File: config.mk
export PLATFORM = sky130hd
export DESIGN_NAME = srq_status_top
export DESIGN_NICKNAME = d
export VERILOG_FILES = /design/src/rtl/srq_pkg.sv /design/src/rtl/srq_status_core.sv /design/src/rtl/srq_req_fsm.sv /design/src/rtl/srq_readback.sv /design/src/rtl/srq_status_top.sv
export SDC_FILE = /design/constraint.sdc
export NUM_CORES = 1
export LEC_CHECK = 0
export BUFFER_PORTS_ARGS = -buffer_cell sky130_fd_sc_hd__buf_2
export CAP_MARGIN = 20
export CORE_UTILIZATION = 48
export CTS_CLUSTER_SIZE = 8
export DETAILED_ROUTE_END_ITERATION = 12
export PLACE_DENSITY = 0.77
export SLEW_MARGIN = 20
export SYNTH_ARGS = -nofsm -noshare
export SYNTH_HDL_FRONTEND = slang
export SYNTH_SLANG_ARGS = --single-unit
File: constraint.sdc
create_clock -name clk -period 1.18 [get_ports clk]
set_input_delay 0.236 -clock clk [delete_from_list [all_inputs] [get_ports clk]]
set_output_delay 0.236 -clock clk [all_outputs]
set_load 0.01 [all_outputs]
File: src/rtl/srq_pkg.sv
package srq_pkg;
    localparam int SB_W     = 8;
    localparam int BIT_OPER = 7;
    localparam int BIT_MSS  = 6;
    localparam int BIT_ESB  = 5;
    localparam int BIT_MAV  = 4;
    localparam int BIT_QUES = 3;

    typedef enum logic [1:0] {
        REQ_ARMED   = 2'd0,
        REQ_PENDING = 2'd1,
        REQ_SERVED  = 2'd2
    } req_state_t;

    typedef enum logic [1:0] {
        RB_NONE   = 2'd0,
        RB_MASK   = 2'd1,
        RB_STATUS = 2'd2,
        RB_POLL   = 2'd3
    } rb_state_t;
endpackage

File: src/rtl/srq_status_core.sv
module srq_status_core
    import srq_pkg::*;
#(
    parameter int W = SB_W
) (
    input  logic         clk,
    input  logic         rst_n,
    input  logic         oper_i,
    input  logic         esb_i,
    input  logic         ques_i,
    input  logic         mav_set_i,
    input  logic         cls_i,
    input  logic         mask_wr_i,
    input  logic [W-1:0] mask_wdata_i,
    output logic [W-1:0] mask_q_o,
    output logic [W-1:0] status_o,
    output logic         mss_o,
    output logic         mask_off_wr_o
);
    localparam logic [W-1:0] ONE       = W'(1);
    localparam logic [W-1:0] SELF_MASK = ~(ONE << BIT_MSS);

    logic [W-1:0] mask_q;
    logic         mav_q;
    logic [W-1:0] cause;
    logic         mss;

    always_ff @(posedge clk or negedge rst_n) begin
        if (!rst_n) begin
            mask_q <= '0;
        end else if (mask_wr_i) begin
            mask_q <= mask_wdata_i;
        end
    end

    // Clear wins over set
    always_ff @(posedge clk or negedge rst_n) begin
        if (!rst_n) begin
            mav_q <= 1'b0;
        end else if (cls_i) begin
            mav_q <= 1'b0;
        end else if (mav_set_i) begin
            mav_q <= 1'b1;
        end
    end

    always_comb begin
        cause           = '0;
        cause[BIT_OPER] = oper_i;
        cause[BIT_ESB]  = esb_i;
        cause[BIT_MAV]  = mav_q;
        cause[BIT_QUES] = ques_i;
    end

    assign mss           = |(cause & mask_q & SELF_MASK);
    assign mss_o         = mss;
    assign status_o      = cause | (W'(mss) << BIT_MSS);
    assign mask_q_o      = mask_q;
    assign mask_off_wr_o = mask_wr_i && ((mask_wdata_i & SELF_MASK) == '0);
endmodule

File: src/rtl/srq_req_fsm.sv
module srq_req_fsm
    import srq_pkg::*;
(
    input  logic clk,
    input  logic rst_n,
    input  logic mss_i,
    input  logic poll_i,
    input  logic mask_off_wr_i,
    output logic rqs_o
);
    req_state_t state_q, state_d;

    always_comb begin
        state_d = state_q;
        if (mask_off_wr_i) begin
            state_d = REQ_ARMED;
        end else begin
            unique case (state_q)
                REQ_ARMED:   if (mss_i) state_d = REQ_PENDING;
                REQ_PENDING: if (poll_i) state_d = mss_i ? REQ_SERVED : REQ_ARMED;
                REQ_SERVED:  if (!mss_i) state_d = REQ_ARMED;
                default:     state_d = REQ_ARMED;
            endcase
        end
    end

    always_ff @(posedge clk or negedge rst_n) begin
        if (!rst_n) begin
            state_q <= REQ_ARMED;
        end else begin
            state_q <= state_d;
        end
    end

    always_comb begin
        unique case (state_q)
            REQ_PENDING: rqs_o = 1'b1;
            default:     rqs_o = 1'b0;
        endcase
    end
endmodule

File: src/rtl/srq_readback.sv
module srq_readback
    import srq_pkg::*;
#(
    parameter int W = SB_W
) (
    input  logic         clk,
    input  logic         rst_n,
    input  logic         poll_i,
    input  logic         stb_rd_i,
    input  logic         mask_rd_i,
    input  logic [W-1:0] status_i,
    input  logic         rqs_i,
    input  logic [W-1:0] mask_i,
    output logic         rd_valid_o,
    output logic [W-1:0] rd_data_o
);
    rb_state_t    state_q, state_d;
    logic [W-1:0] data_q, data_d;
    logic [W-1:0] poll_byte;

    always_comb begin
        poll_byte          = status_i;
        poll_byte[BIT_MSS] = rqs_i;
    end

    always_comb begin
        if (poll_i) begin
            state_d = RB_POLL;
            data_d  = poll_byte;
        end else if (stb_rd_i) begin
            state_d = RB_STATUS;
            data_d  = status_i;
        end else if (mask_rd_i) begin
            state_d = RB_MASK;
            data_d  = mask_i;
        end else begin
            state_d = RB_NONE;
            data_d  = data_q;
        end
    end

    always_ff @(posedge clk or negedge rst_n) begin
        if (!rst_n) begin
            state_q <= RB_NONE;
            data_q  <= '0;
        end else begin
            state_q <= state_d;
            data_q  <= data_d;
        end
    end

    always_comb begin
        unique case (state_q)
            RB_NONE: rd_valid_o = 1'b0;
            default: rd_valid_o = 1'b1;
        endcase
        rd_data_o = data_q;
    end
endmodule

File: src/rtl/srq_status_top.sv
module srq_status_top
    import srq_pkg::*;
(
    input  logic       clk,
    input  logic       rst_n,
    input  logic       oper_sum_i,
    input  logic       esb_sum_i,
    input  logic       ques_sum_i,
    input  logic       msg_avail_set_i,
    input  logic       clr_status_i,
    input  logic       mask_wr_i,
    input  logic [7:0] mask_wdata_i,
    input  logic       mask_rd_i,
    input  logic       stb_rd_i,
    input  logic       poll_i,
    output logic       rd_valid_o,
    output logic [7:0] rd_data_o,
    output logic       mss_o,
    output logic       rqs_o,
    output logic       srq_o
);
    logic [SB_W-1:0] mask_q;
    logic [SB_W-1:0] status_byte;
    logic            mss;
    logic            mask_off_wr;
    logic            rqs;

    srq_status_core #(.W(SB_W)) u_core (
        .clk           (clk),
        .rst_n         (rst_n),
        .oper_i        (oper_sum_i),
        .esb_i         (esb_sum_i),
        .ques_i        (ques_sum_i),
        .mav_set_i     (msg_avail_set_i),
        .cls_i         (clr_status_i),
        .mask_wr_i     (mask_wr_i),
        .mask_wdata_i  (mask_wdata_i),
        .mask_q_o      (mask_q),
        .status_o      (status_byte),
        .mss_o         (mss),
        .mask_off_wr_o (mask_off_wr)
    );

    srq_req_fsm u_req (
        .clk           (clk),
        .rst_n         (rst_n),
        .mss_i         (mss),
        .poll_i        (poll_i),
        .mask_off_wr_i (mask_off_wr),
        .rqs_o         (rqs)
    );

    srq_readback #(.W(SB_W)) u_rb (
        .clk        (clk),
        .rst_n      (rst_n),
        .poll_i     (poll_i),
        .stb_rd_i   (stb_rd_i),
        .mask_rd_i  (mask_rd_i),
        .status_i   (status_byte),
        .rqs_i      (rqs),
        .mask_i     (mask_q),
        .rd_valid_o (rd_valid_o),
        .rd_data_o  (rd_data_o)
    );

    assign mss_o = mss;
    assign rqs_o = rqs;
    assign srq_o = rqs;
endmodule

Yosys cells after proc, flatten, opt, wreduce, memory -nomap -nowiden
Cells that the tools add are included.

Logic and storage cells: 36. RAM bits: 0. Input bits: 19. Memories kept: 0. Bits in registers: 21. Memory bits (read-only): 0. Output and inout port bits: 12. Bits in latches: 0.

Muxes and demuxes: 16. Bitwise operators: 2. Reductions and logical operators: 8. $add $sub $neg: 0. Shift operators: 0. Equal/unequal tests: 5. Div/mod/pow operators: 0. $mul: 0. Order comparisons: 0.

Operator list (count): $mux W8 (3); $mux W2 (7); $and A8 B8 Y8 (1); $logic_not A8 Y1 (1); $or A8 B7 Y8 (1); $reduce_or A7 Y1 (1); $ne A3 B3 Y1 const B (2); $pmux W2 S3 (1); $mux W1 (5); $logic_not A2 Y1 (2); $ne A3 B2 Y1 const B (1); $reduce_and A3 Y1 (1); $reduce_bool A3 Y1 (1); $eq A2 B1 Y1 const B (1); $eq A2 B2 Y1 const B (1); $reduce_bool A2 Y1 (1); $logic_and A1 B1 Y1 (1).

Longest topological paths before layout
Gate-level depths: netlist of the first run.

Depth in word-level cells: 6. Mapped depth: 4.

By module
From an unflattened synthesis of the first run, not the netlist that was laid out.

Cells, all modules: 88. Area, all modules: 1021.0 um^2.

Modules (own cells, without submodules): srq_readback (instances 1, area an instance 481.7 um^2, cells each 43, sequential area each 250.2 um^2); srq_status_core (instances 1, area an instance 436.7 um^2, cells each 35, sequential area each 225.2 um^2); srq_req_fsm (instances 1, area an instance 95.1 um^2, cells each 9, sequential area each 50.0 um^2); srq_status_top (instances 1, area an instance 7.5 um^2, cells each 1, sequential area each 0.0 um^2).

Worst setup path after synthesis of the first run
OpenSTA, ideal clock, no wires.

Path kind: reg2reg. Start point: reg u_core.mask_q[5], in the netlist u_core.mask_q_o[5]. End point: reg u_req.state_q[0]. Clock period less this slack: 1040 ps. Data required time: 1060 ps. Cell stages (with the launch flop): 4. Buffers on the path: 0. Arrival: 919 ps. Setup time: 120 ps. Path slack: 140 ps. Cells stage by stage: dfrtp_1 -> a22oi_1 -> nand2_1 -> o211a_1.

Word-level cells in the longest chain between the ends: 4. Elaborated cells on any way between the ends: 5.

RTL lines: from (decl) (line srq_status_core.sv:23) `logic [W-1:0] mask_q;`; from (signal assigned) (line srq_status_core.sv:32) `mask_q <= mask_wdata_i;`; $and A8 B8 Y8 * (line srq_status_core.sv:55) `assign mss = |(cause & mask_q & SELF_MASK);`; $reduce_or A7 Y1 * (line srq_status_core.sv:55); via mss_o (line srq_status_top.sv:18) `output logic mss_o,`; $ne A3 B3 Y1 (no source line) / $ne A3 B2 Y1 (equally long branches); $reduce_and A3 Y1 (no source line) *; to (signal assigned) (line srq_req_fsm.sv:31) `state_q <= state_d;`; to (decl) (line srq_req_fsm.sv:11) `req_state_t state_q, state_d;`.

The timed path passes the listed nets; every way through them passes the cells marked *. A chain may end at the register's enable or synchronous reset.

Final worst setup path of the first run
Start point: reg u_core.mask_q[7], in the netlist u_core.mask_q_o[7]. End point: out mss_o.

Word-level cells in the longest chain between the ends: 2.

RTL lines (line): $and A8 B8 Y8 (srq_status_core.sv:55); $reduce_or A7 Y1 (srq_status_core.sv:55); to (decl) (srq_status_top.sv:18).

No other way between the ends.

==> results of run 1 <==
[cell usage in the layout (no fill, tap or decap)]
cell type      count
buf_2             27
dfrtp_1           21
buf_4             10
mux2_2             8
mux2i_1            8
nand2_1            6
nor2_1             5
clkbuf_4           3
buf_6              3
a22oi_2            2
or2_4              2
a21oi_1            2
o21ai_2            2
o21ai_0            2
nor2b_4            1
nand3_1            1
inv_1              1
a22o_1             1
nor4b_2            1
nor4_1             1
o211a_1            1
nor2b_1            1
a21o_1             1
and3_1             1
a21o_2             1
clkbuf_1           1
dlygate4sd3_1      1
[repair_timing]
action / CTS / global route
setup endpoints to repair: 4 / 4
hold buffers: 1 / 0
cloned: 0 / 0
setup buffers: 7 / 0
hold endpoints to repair: 21 / 0
pin swaps: 3 / 1
gates resized for setup: 7 / 0
[power by group through the flow]
stage | registers, mW | clock network (mW) | logic, mW
2_1_floorplan | 0.886 | 0 | 0.261
3_3_place_gp | 0.879 | 0 | 0.386
3_5_place_dp | 0.886 | 0 | 0.395
4_1_cts | 0.865 | 0.342 | 0.577
5_1_grt | 0.880 | 0.368 | 0.634
6_report | 0.865 | 0.331 | 0.580
[flip-flops by register name, indices dropped and copies added (netlist names)]
register / count
u_rb.state_q: 2
u_rb.rd_data_o: 8
u_core.mask_q_o: 8
u_req.state_q: 2
u_core.mav_q: 1
[worst paths after layout]
check	start	to	slack [ns]	cells past startpoint
min in group asynchronous	rst_n	u_core.mask_q_o[1]	0.42	2
max in group asynchronous	rst_n	u_rb.rd_data_o[4]	0.45	2
min	clr_status_i	u_core.mav_q	0.08	2
min reg2reg	u_core.mask_q_o[0]	u_core.mask_q_o[0]	0.52	1
max reg2reg	u_req.state_q[1]	u_req.state_q[1]	0.08	4
max	u_core.mask_q_o[7]	mss_o	-0.17	3
[per-layer routing]
layer / track usage [%] / up-vias
met4: 1.76 / 0
met1: 24.3 / 338
met5: 0 / -
met3: 4.71 / 0
met2: 37.7 / 16
li1: - / 339
[synthesized netlist by cell type, drive strengths merged]
master / count
o21ai: 4
nor4b: 1
nand3: 1
buf: 4
and3: 1
or2: 2
o211a: 1
inv: 1
dfrtp: 21
a22o: 1
mux2i: 8
a21oi: 2
a22oi: 2
nand2: 6
nor4: 1
nor2: 5
nor2b: 2
a21o: 2
mux2: 8
[kinds of logic (layout without fill, tap and decap cells)]
kind of cell / Yosys count / after routing / synth area share [%]
flops: 21 / 21 / 56.4
simple gates: 19 / 19 / 11.1
mux: 16 / 16 / 18.3
compound gates: 12 / 12 / 9.40
buf+inv: 5 / 46 / 4.83
[worst reg2reg max path: stages (launching register included)]
cell and delay (ns):
dfrtp_1 0.42, buf_4 0.15, nor2b_1 0.12, a21o_1 0.14, and3_1 0.17
[stage by stage]
stage | hold WS (ns) | util, % | area (um^2)
global placement | 0.211 | 62.1 | 1090
detailed placement | 0.213 | 62.1 | 1090
floorplan | -0.0596 | - | 932
CTS | 0.0779 | 69.1 | 1220
global route | 0.0652 | 69.1 | 1220
finish | 0.0816 | 69.1 | 1220
[area by class of cell]
type,instances,area [um^2]
Tap cell,25,31.3
Multi-Input combinational cell,47,379
Inverter,1,3.75
Fill cell,166,544
Timing Repair Buffer,41,254
Clock buffer,4,26.3
Sequential cell,21,526
==> metrics, run 1 <==
initial core utilization 52.8%; Setup TNS -0.384 ns; Leakage 0.626 nW; Detail Route met3 WL around 50 um; crit path DAT 1.12 ns; CP Cell Sequence a22oi_2 > nand2_1 > buf_2; TritonRoute pass-1 iters 3; Avg Inst Size Synth 12.8 um^2; area delta synth->final 30.9%; via count 693; Synth area leader dfrtp_1; Crit. End Element output port; HP Class in2reg; 1st-iter DRT viols 14; die width 46.1 um; Pwr Total 1.78 mW; DRC viols 0; CTS max path bufs 2; VDD IR-drop max 1010 uV; Routability Congestion 0.740; met1 wire length 758 um; worst skew pair latency 0.29 ns; Switching Share 27.7%; CP max FO 3; Comb power frac 32.7%; IO buf count 30; die area 0.00212 mm^2; dpl cells 127; fin cells around 140; Clock Root Buffer clkbuf_4; final setup fails 4; Final Hold Fails 0; remaining antenna violation count 0; FP Rows 15; num ports 31; f_max approximately 740 MHz; number of warnings issued by yosys 0; sequential power share about half; Seq/Total Area, Yosys between 50% and 60%; CP top delay family flip-flops; first-pass GRT wire length 3.00 mm; total core area 0.00176 mm^2; Clk pwr share between 10% and 20%; register bit total from synthesis 21; Max Cap Violations 0; Tmin final 1.35 ns; share of the synthesized area in the top cell type 56.4%; CTS buffer count 3; met2 routed WL 974 um; fin crit share 115%; CTS tree done; clock-pin slew on the worst setup and hold paths 0.11 ns; Critical Path Slowest Stage Cell dfrtp_1; # diodes 0; largest net degree at the start of global routing 22; relative slew slack 69.4%; Post-Syn Area 932 um^2; synth top area cells dfrtp_1 56%, mux2_2 9.7%, mux2i_1 8.6%; initial antenna violation count 0; Gate Count Post-Synth 73; H-tree levels 1; Top Metal Used met3; Max Slew Vio Count 0; Mapped Nets 92; post-synth cell types 24; vias per cell between 4 and 5; CP Data Required Time 0.94 ns; startpoint types flop; Slew @ Worst Pin 0.459 ns; P per Cell Area 1460 mW/mm^2; grt ovf 0; failing checks negative setup slack; pre-CTS WS 0.0761 ns; PnR worst setup slack -0.171 ns; WS Path Type reg2out; status finished, violations left; overall die height 46.1 um; Tot GR Track Use approximately a fifth; Nets 134; RSZ-0062 raised after global routing yes; clk sink count 21; post-DP HPWL 1.37 mm; mean routed wirelength per cell 12.8 um; Critical path buffers and inverters 1; Routed WL 1.78 mm; P_int 1.28 mW; CP max stage delay 0.40 ns; Layout Skew approximately 0.0012 ns; layout cells sized above 1 52.6%; vias in the first global route 707; Switching Power 0.492 mW
Power figures use the tool's default switching activity.
==> run 2, diff against run 1 <==
- CELL_PAD_IN_SITES_DETAIL_PLACEMENT: unset -> 1
- CELL_PAD_IN_SITES_GLOBAL_PLACEMENT: unset -> 1
- CORE_UTILIZATION: 48 -> 37
- PLACE_DENSITY: 0.77 -> unset
- PLACE_DENSITY_LB_ADDON: unset -> 0.1
==> run 2 against run 1 <==
Effect of this change:
- the flow still finishes with violations (negative setup slack)
- clock-buffer cell count unchanged
- core utilization fell by 15 points
- global-route usage decreased by 2.3 points
==> metrics, run 2 (synthesis gave the netlist of run 1 again) <==
Tmin final 1.40 ns (was 1.35 ns); layout cells sized above 1 53.5% (was 52.6%); final setup fails 5 (was 4); hold slack 0.0655 ns (was 0.0816 ns); via count 710 (was 693); CTS max path bufs 2 (unchanged); grt ovf 0 (unchanged); fin crit share 119% (was 115%); failing checks negative setup slack (unchanged); DRC viols 0 (unchanged); Nets 134 (unchanged); VDD IR-drop max 905 uV (was 1010 uV); RSZ-0062 raised after global routing yes (unchanged); Worst R2R Start u_req.state_q[1] (unchanged); commonest cells after routing, fill and taps aside 26 x buf_2, 21 x dfrtp_1, 10 x buf_4 (was 27 x buf_2, 21 x dfrtp_1, 10 x buf_4); CTS tree done (unchanged); Layout Skew 0.00333 ns (was 0.00125 ns); Max Cap Violations 0 (unchanged); IO buf count 30 (unchanged); remaining antenna violation count 0 (unchanged); largest net degree at the start of global routing 22 (unchanged); most common cell after layout, fill and taps aside buf_2 (unchanged); post-DP HPWL 1.50 mm (was 1.37 mm); R2R Path End u_req.state_q[1] (unchanged); worst skew pair latency 0.31 ns (was 0.29 ns); Leakage 0.629 nW (was 0.626 nW); total core area 0.00230 mm^2 (was 0.00176 mm^2); Post-DP Area 0.00110 mm^2 (was 0.00109 mm^2); Slew @ Worst Pin 0.460 ns (was 0.459 ns); PnR worst setup slack -0.225 ns (was -0.171 ns); Critical path buffers and inverters 1 (unchanged); relative slew slack 69.3% (was 69.4%); crit path DAT 1.17 ns (was 1.12 ns); # diodes 0 (unchanged); pre-CTS WS 0.0410 ns (was 0.0761 ns); TritonRoute pass-1 iters 3 (unchanged); Max Slew Vio Count 0 (unchanged); startpoint types flop (unchanged); vias in the first global route 754 (was 707); die width 52.2 um (was 46.1 um); initial antenna violation count 0 (unchanged); WS Path Type reg2out (unchanged); CP max stage delay 0.42 ns (was 0.40 ns); Routability Congestion 0.728 (was 0.740); clk sink count 21 (unchanged); Filler cells 253 (was 166); Crit. End Element output port (unchanged); mean routed wirelength per cell 14.6 um (was 12.8 um); initial core utilization 40.6% (was 52.8%); CP max FO 3 (unchanged); vias per cell 5.00 (was 4.99); CP Data Required Time 0.94 ns (about the same); die area 0.00272 mm^2 (was 0.00212 mm^2); worst-case hold path end point u_core.mav_q (unchanged); Tot GR Track Use 17.9% (was 20.2%); CP Cell Sequence a22oi_2 > nand2_2 > buf_6 (was a22oi_2 > nand2_1 > buf_2); f_max 712 MHz (was 740 MHz); CP top delay family flip-flops (unchanged); clock-pin slew on the worst setup and hold paths 0.12 ns (was 0.11 ns); FP Rows 17 (was 15); hold path depth 2 (unchanged); first-pass GRT wire length 3.37 mm (was 3.00 mm); r2r setup slk -0.03 ns (was 0.08 ns); Clock Root Buffer clkbuf_4 (unchanged); status finished, violations left (unchanged); overall die height 52.2 um (was 46.1 um); area delta synth->final 32.2% (was 30.9%); 1st-iter DRT viols 1 (was 14); worst-case reg-to-reg path depth 5 (was 4); Final Cell Area 0.00123 mm^2 (was 0.00122 mm^2); CTS buffer count 3 (unchanged); H-tree levels 1 (unchanged); num ports 31 (unchanged); Hold Startpoint clr_status_i (unchanged); Critical Path Slowest Stage Cell dfrtp_1 (unchanged); HP Class in2reg (unchanged); Pwr Total 1.84 mW (was 1.78 mW); Final Hold Fails 0 (unchanged); Routed WL 2.07 mm (was 1.78 mm); P per Cell Area 1490 mW/mm^2 (was 1460 mW/mm^2)
run 2: changes by cell type in the layout (fill, tap and decap cells not counted):
cell     before  now
buf_6         3    4
buf_2        27   26
nand2_2       0    1
nand2_1       6    5
run 2: per-layer routing:
layer / track usage [%] / wire length (um) / share of wire [%] / up-vias
met5: 0 / 0 / 0 / -
met4: 10.5 / 30 / 1.5 / 0
met3: 3.48 / 62 / 3.0 / 4
met2: 30.8 / 1100 / 53 / 17
met1: 20.6 / 879 / 43 / 354
li1: - / - / - / 335
run 2: what timing repair did:
item | CTS | global route
cloned | 0 | 0
gates resized for setup | 7 | 2
setup endpoints to repair | 4 | 4
setup buffers | 4 | 3
hold buffers | 1 | 0
endpoints found under the hold margin | 21 | 0
pin swaps | 1 | 2
run 2: worst max path at each step:
| stage | depth (start not counted) | endpoint | startpoint | slack [ns] |
|---|---|---|---|---|
| 3_5_place_dp | 3 | mss_o | u_core.mask_q_o[7] | 0.04 |
| 5_1_grt | 3 | mss_o | u_core.mask_q_o[7] | -0.30 |
| 3_3_place_gp | 3 | mss_o | u_core.mask_q_o[5] | 0.04 |
| 2_1_floorplan | 3 | u_req.state_q[0] | u_core.mask_q_o[5] | 0.14 |
| 6_report | 3 | mss_o | u_core.mask_q_o[7] | -0.22 |
| 4_1_cts | 3 | mss_o | u_core.mask_q_o[7] | -0.25 |
run 2: final cells by class:
cell class | count | area, um^2 | share of cell area, %
sequential | 21 | 526 | 42.6
clock buffer | 4 | 26.3 | 2.13
inverter | 1 | 3.75 | 0.305
multi-input combinational | 47 | 382 | 31.0
tap | 28 | 35.0 | 2.84
timing repair buffer | 41 | 260 | 21.1
run 2: worst reg2reg max path, stage by stage (launching register included):
cell and delay (ns):
dfrtp_1 0.43, buf_4 0.15, buf_4 0.12, nor2b_1 0.12, a21o_1 0.15, and3_1 0.14
run 2: report_power, final:
| part | internal (mW) | switching, mW |
|---|---|---|
| clock network | 0.132 | 0.227 |
| logic | 0.361 | 0.250 |
| registers | 0.810 | 0.0609 |
run 2: per-stage QoR:
| stage | utilization (%) | TNS, ns | cells |
|---|---|---|---|
| 6_report | 53.6 | -0.553 | 142 |
| 5_1_grt | 53.6 | -0.827 | 142 |
| 4_1_cts | 52.3 | -0.548 | 139 |
| 3_5_place_dp | 47.8 | 0 | 130 |
| 3_3_place_gp | 47.8 | 0 | 130 |
| 2_1_floorplan | - | 0 | 73 |
==> run 3, diff against run 2 <==
- CORE_UTILIZATION: 37 -> 40
- clock period: 1.18 -> 1.65 ns (I/O delays scaled with it)
==> run 3 against run 2 <==
Effect of this change:
- the flow now finishes without violations
- worst hold slack better by 0.098 ns
- sequential power is 28% lower
- critical path depth stayed put
- final cell count is 7.0% lower
==> metrics, run 3 (synthesis gave the netlist of run 1 again) <==
status finished, final reports clean (was finished, violations left); Worst R2R Start u_req.state_q[0] (was u_req.state_q[1]); r2r setup slk 0.62 ns (was -0.03 ns); WS Path Type reg2out (unchanged); FP Rows 17 (unchanged); Max Cap Violations 0 (unchanged); startpoint types flop (unchanged); total core area 0.00221 mm^2 (was 0.00230 mm^2); initial core utilization 42.1% (was 40.6%); dpl cells 127 (was 130); CTS max path bufs 2 (unchanged); pre-CTS WS 0.350 ns (was 0.0410 ns); worst setup path start u_core.mav_q (was u_core.mask_q_o[7]); mean routed wirelength per cell 14.5 um (was 14.6 um); RSZ-0062 raised after global routing no (was yes); 1st-iter DRT viols 0 (was 1); relative slew slack 69.1% (was 69.3%); Switching Share 29.0% (was 29.2%); clk sink count 21 (unchanged); grt ovf 0 (unchanged); VDD IR-drop max 565 uV (was 905 uV); CTS buffer count 3 (unchanged); P_int 0.817 mW (was 1.30 mW); num ports 31 (unchanged); Post-CTS Setup Inserts 0 (was 4); remaining antenna violation count 0 (unchanged); sequential power share 54.4% (was 47.3%); clock-pin slew on the worst setup and hold paths 0.11 ns (was 0.12 ns); worst skew pair latency 0.30 ns (was 0.31 ns); PnR worst setup slack 0.157 ns (was -0.225 ns); initial antenna violation count 0 (unchanged); Tot GR Track Use 18.3% (was 17.9%); CP max stage delay 0.43 ns (was 0.42 ns); Comb power frac 24.1% (was 33.2%); CP max FO 3 (unchanged); Clk pwr share 21.5% (was 19.5%); final setup fails 0 (was 5); die width 50.3 um (was 52.2 um); P per Cell Area 1020 mW/mm^2 (was 1490 mW/mm^2); first-pass GRT wire length 3.32 mm (was 3.37 mm); Pwr Total 1.15 mW (was 1.84 mW); CP Data Required Time 1.32 ns (was 0.94 ns); area delta synth->final 20.4% (was 32.2%); crit path DAT 1.16 ns (was 1.17 ns); TritonRoute pass-1 iters 1 (was 3); vias in the first global route 730 (was 754); CP Cell Sequence a22oi_2 > nand2_1 > buf_2 (was a22oi_2 > nand2_2 > buf_6); Leakage 0.564 nW (was 0.629 nW); Max Slew Vio Count 0 (unchanged); Setup TNS 0 ns (was -0.553 ns); hold slack 0.163 ns (was 0.0655 ns); Routability Congestion 0.712 (was 0.728); IO buf count 30 (unchanged); vias per cell 5.03 (was 5.00); CTS tree done (unchanged); HP Class in2reg (unchanged); Critical Path Slowest Stage Cell dfrtp_1 (unchanged); Hold Startpoint clr_status_i (unchanged); DRC viols 0 (unchanged); Filler cells 238 (was 253); fin cells 132 (was 142); commonest cells after routing, fill and taps aside 30 x buf_2, 21 x dfrtp_1, 8 x mux2_2, 8 x mux2i_1, 6 x nand2_1 (was 26 x buf_2, 21 x dfrtp_1, 10 x buf_4); post-DP HPWL 1.45 mm (was 1.50 mm); largest net degree at the start of global routing 22 (unchanged); Routed WL 1.91 mm (was 2.07 mm); Switching Power 0.333 mW (was 0.537 mW); layout cells sized above 1 48.1% (was 53.5%); die area 0.00253 mm^2 (was 0.00272 mm^2); overall die height 50.3 um (was 52.2 um); H-tree levels 1 (unchanged); # diodes 0 (unchanged); f_max 670 MHz; Nets 124 (was 134); Final Hold Fails 0 (unchanged); Clock Root Buffer clkbuf_4 (unchanged); Layout Skew 0.000743 ns (was 0.00333 ns); Crit. End Element output port (unchanged); Slew @ Worst Pin 0.464 ns (was 0.460 ns); most common cell after layout, fill and taps aside buf_2 (unchanged); Tmin final roughly 1.5 ns; fin crit share 90.5%; via count 664 (was 710)
==> run 3: worst paths after layout <==
check | end | cells past startpoint
max in group asynchronous | u_core.mask_q_o[2] | 2
min in group asynchronous | u_rb.rd_data_o[4] | 2
hold / removal | u_core.mav_q | 2
setup reg to reg | u_req.state_q[1] | 3
hold reg to reg | u_core.mask_q_o[1] | 1
setup / recovery | mss_o | 3
==> run 3: area by class of cell <==
type,instances,area [um^2],share of cell area (%)
clock buffer,4,26.3,2.34
sequential,21,526,46.8
multi-input combinational,47,372,33.1
tap,28,35.0,3.12
timing repair buffer,31,160,14.3
inverter,1,3.75,0.334
==> run 3: power by group through the flow <==
stage | logic, mW | registers, mW | clock network (mW)
after detailed placement | 0.279 | 0.634 | 0
after global routing | 0.311 | 0.634 | 0.287
final | 0.277 | 0.625 | 0.247
after CTS | 0.281 | 0.623 | 0.258
after floorplan | 0.187 | 0.634 | 0
after global placement | 0.271 | 0.631 | 0
==> run 3: worst max-delay path, delay by kind of cell, from the launching register on <==
family / cells / cell delay, ns
and+or+nand+nor: 1 / 0.10
buffers and inverters: 1 / 0.15
DFF: 1 / 0.43
AOI/OAI and AO/OA: 1 / 0.19
==> run 3: metrics by stage <==
stage	util [%]	cell area (um^2)
2_1_floorplan	-	932
3_3_place_gp	48.6	1080
3_5_place_dp	48.6	1080
4_1_cts	50.3	1110
5_1_grt	50.7	1120
6_report	50.7	1120
==> run 3: metal layers <==
| metal | global-route usage (%) | share of wire (%) | vias to the layer above | wire, um |
|---|---|---|---|---|
| li1 | - | - | 319 | - |
| met1 | 22.3 | 44 | 321 | 838 |
| met2 | 30.9 | 51 | 20 | 974 |
| met3 | 2.73 | 3.2 | 4 | 61 |
| met4 | 10.0 | 2.0 | 0 | 38 |
| met5 | 0 | 0 | - | 0 |
==> run 3: what timing repair did <==
item,in CTS,in global routing
hold endpoints to repair,21,0
gates resized for setup,0,2
hold buffers,1,0
setup endpoints to repair,0,1
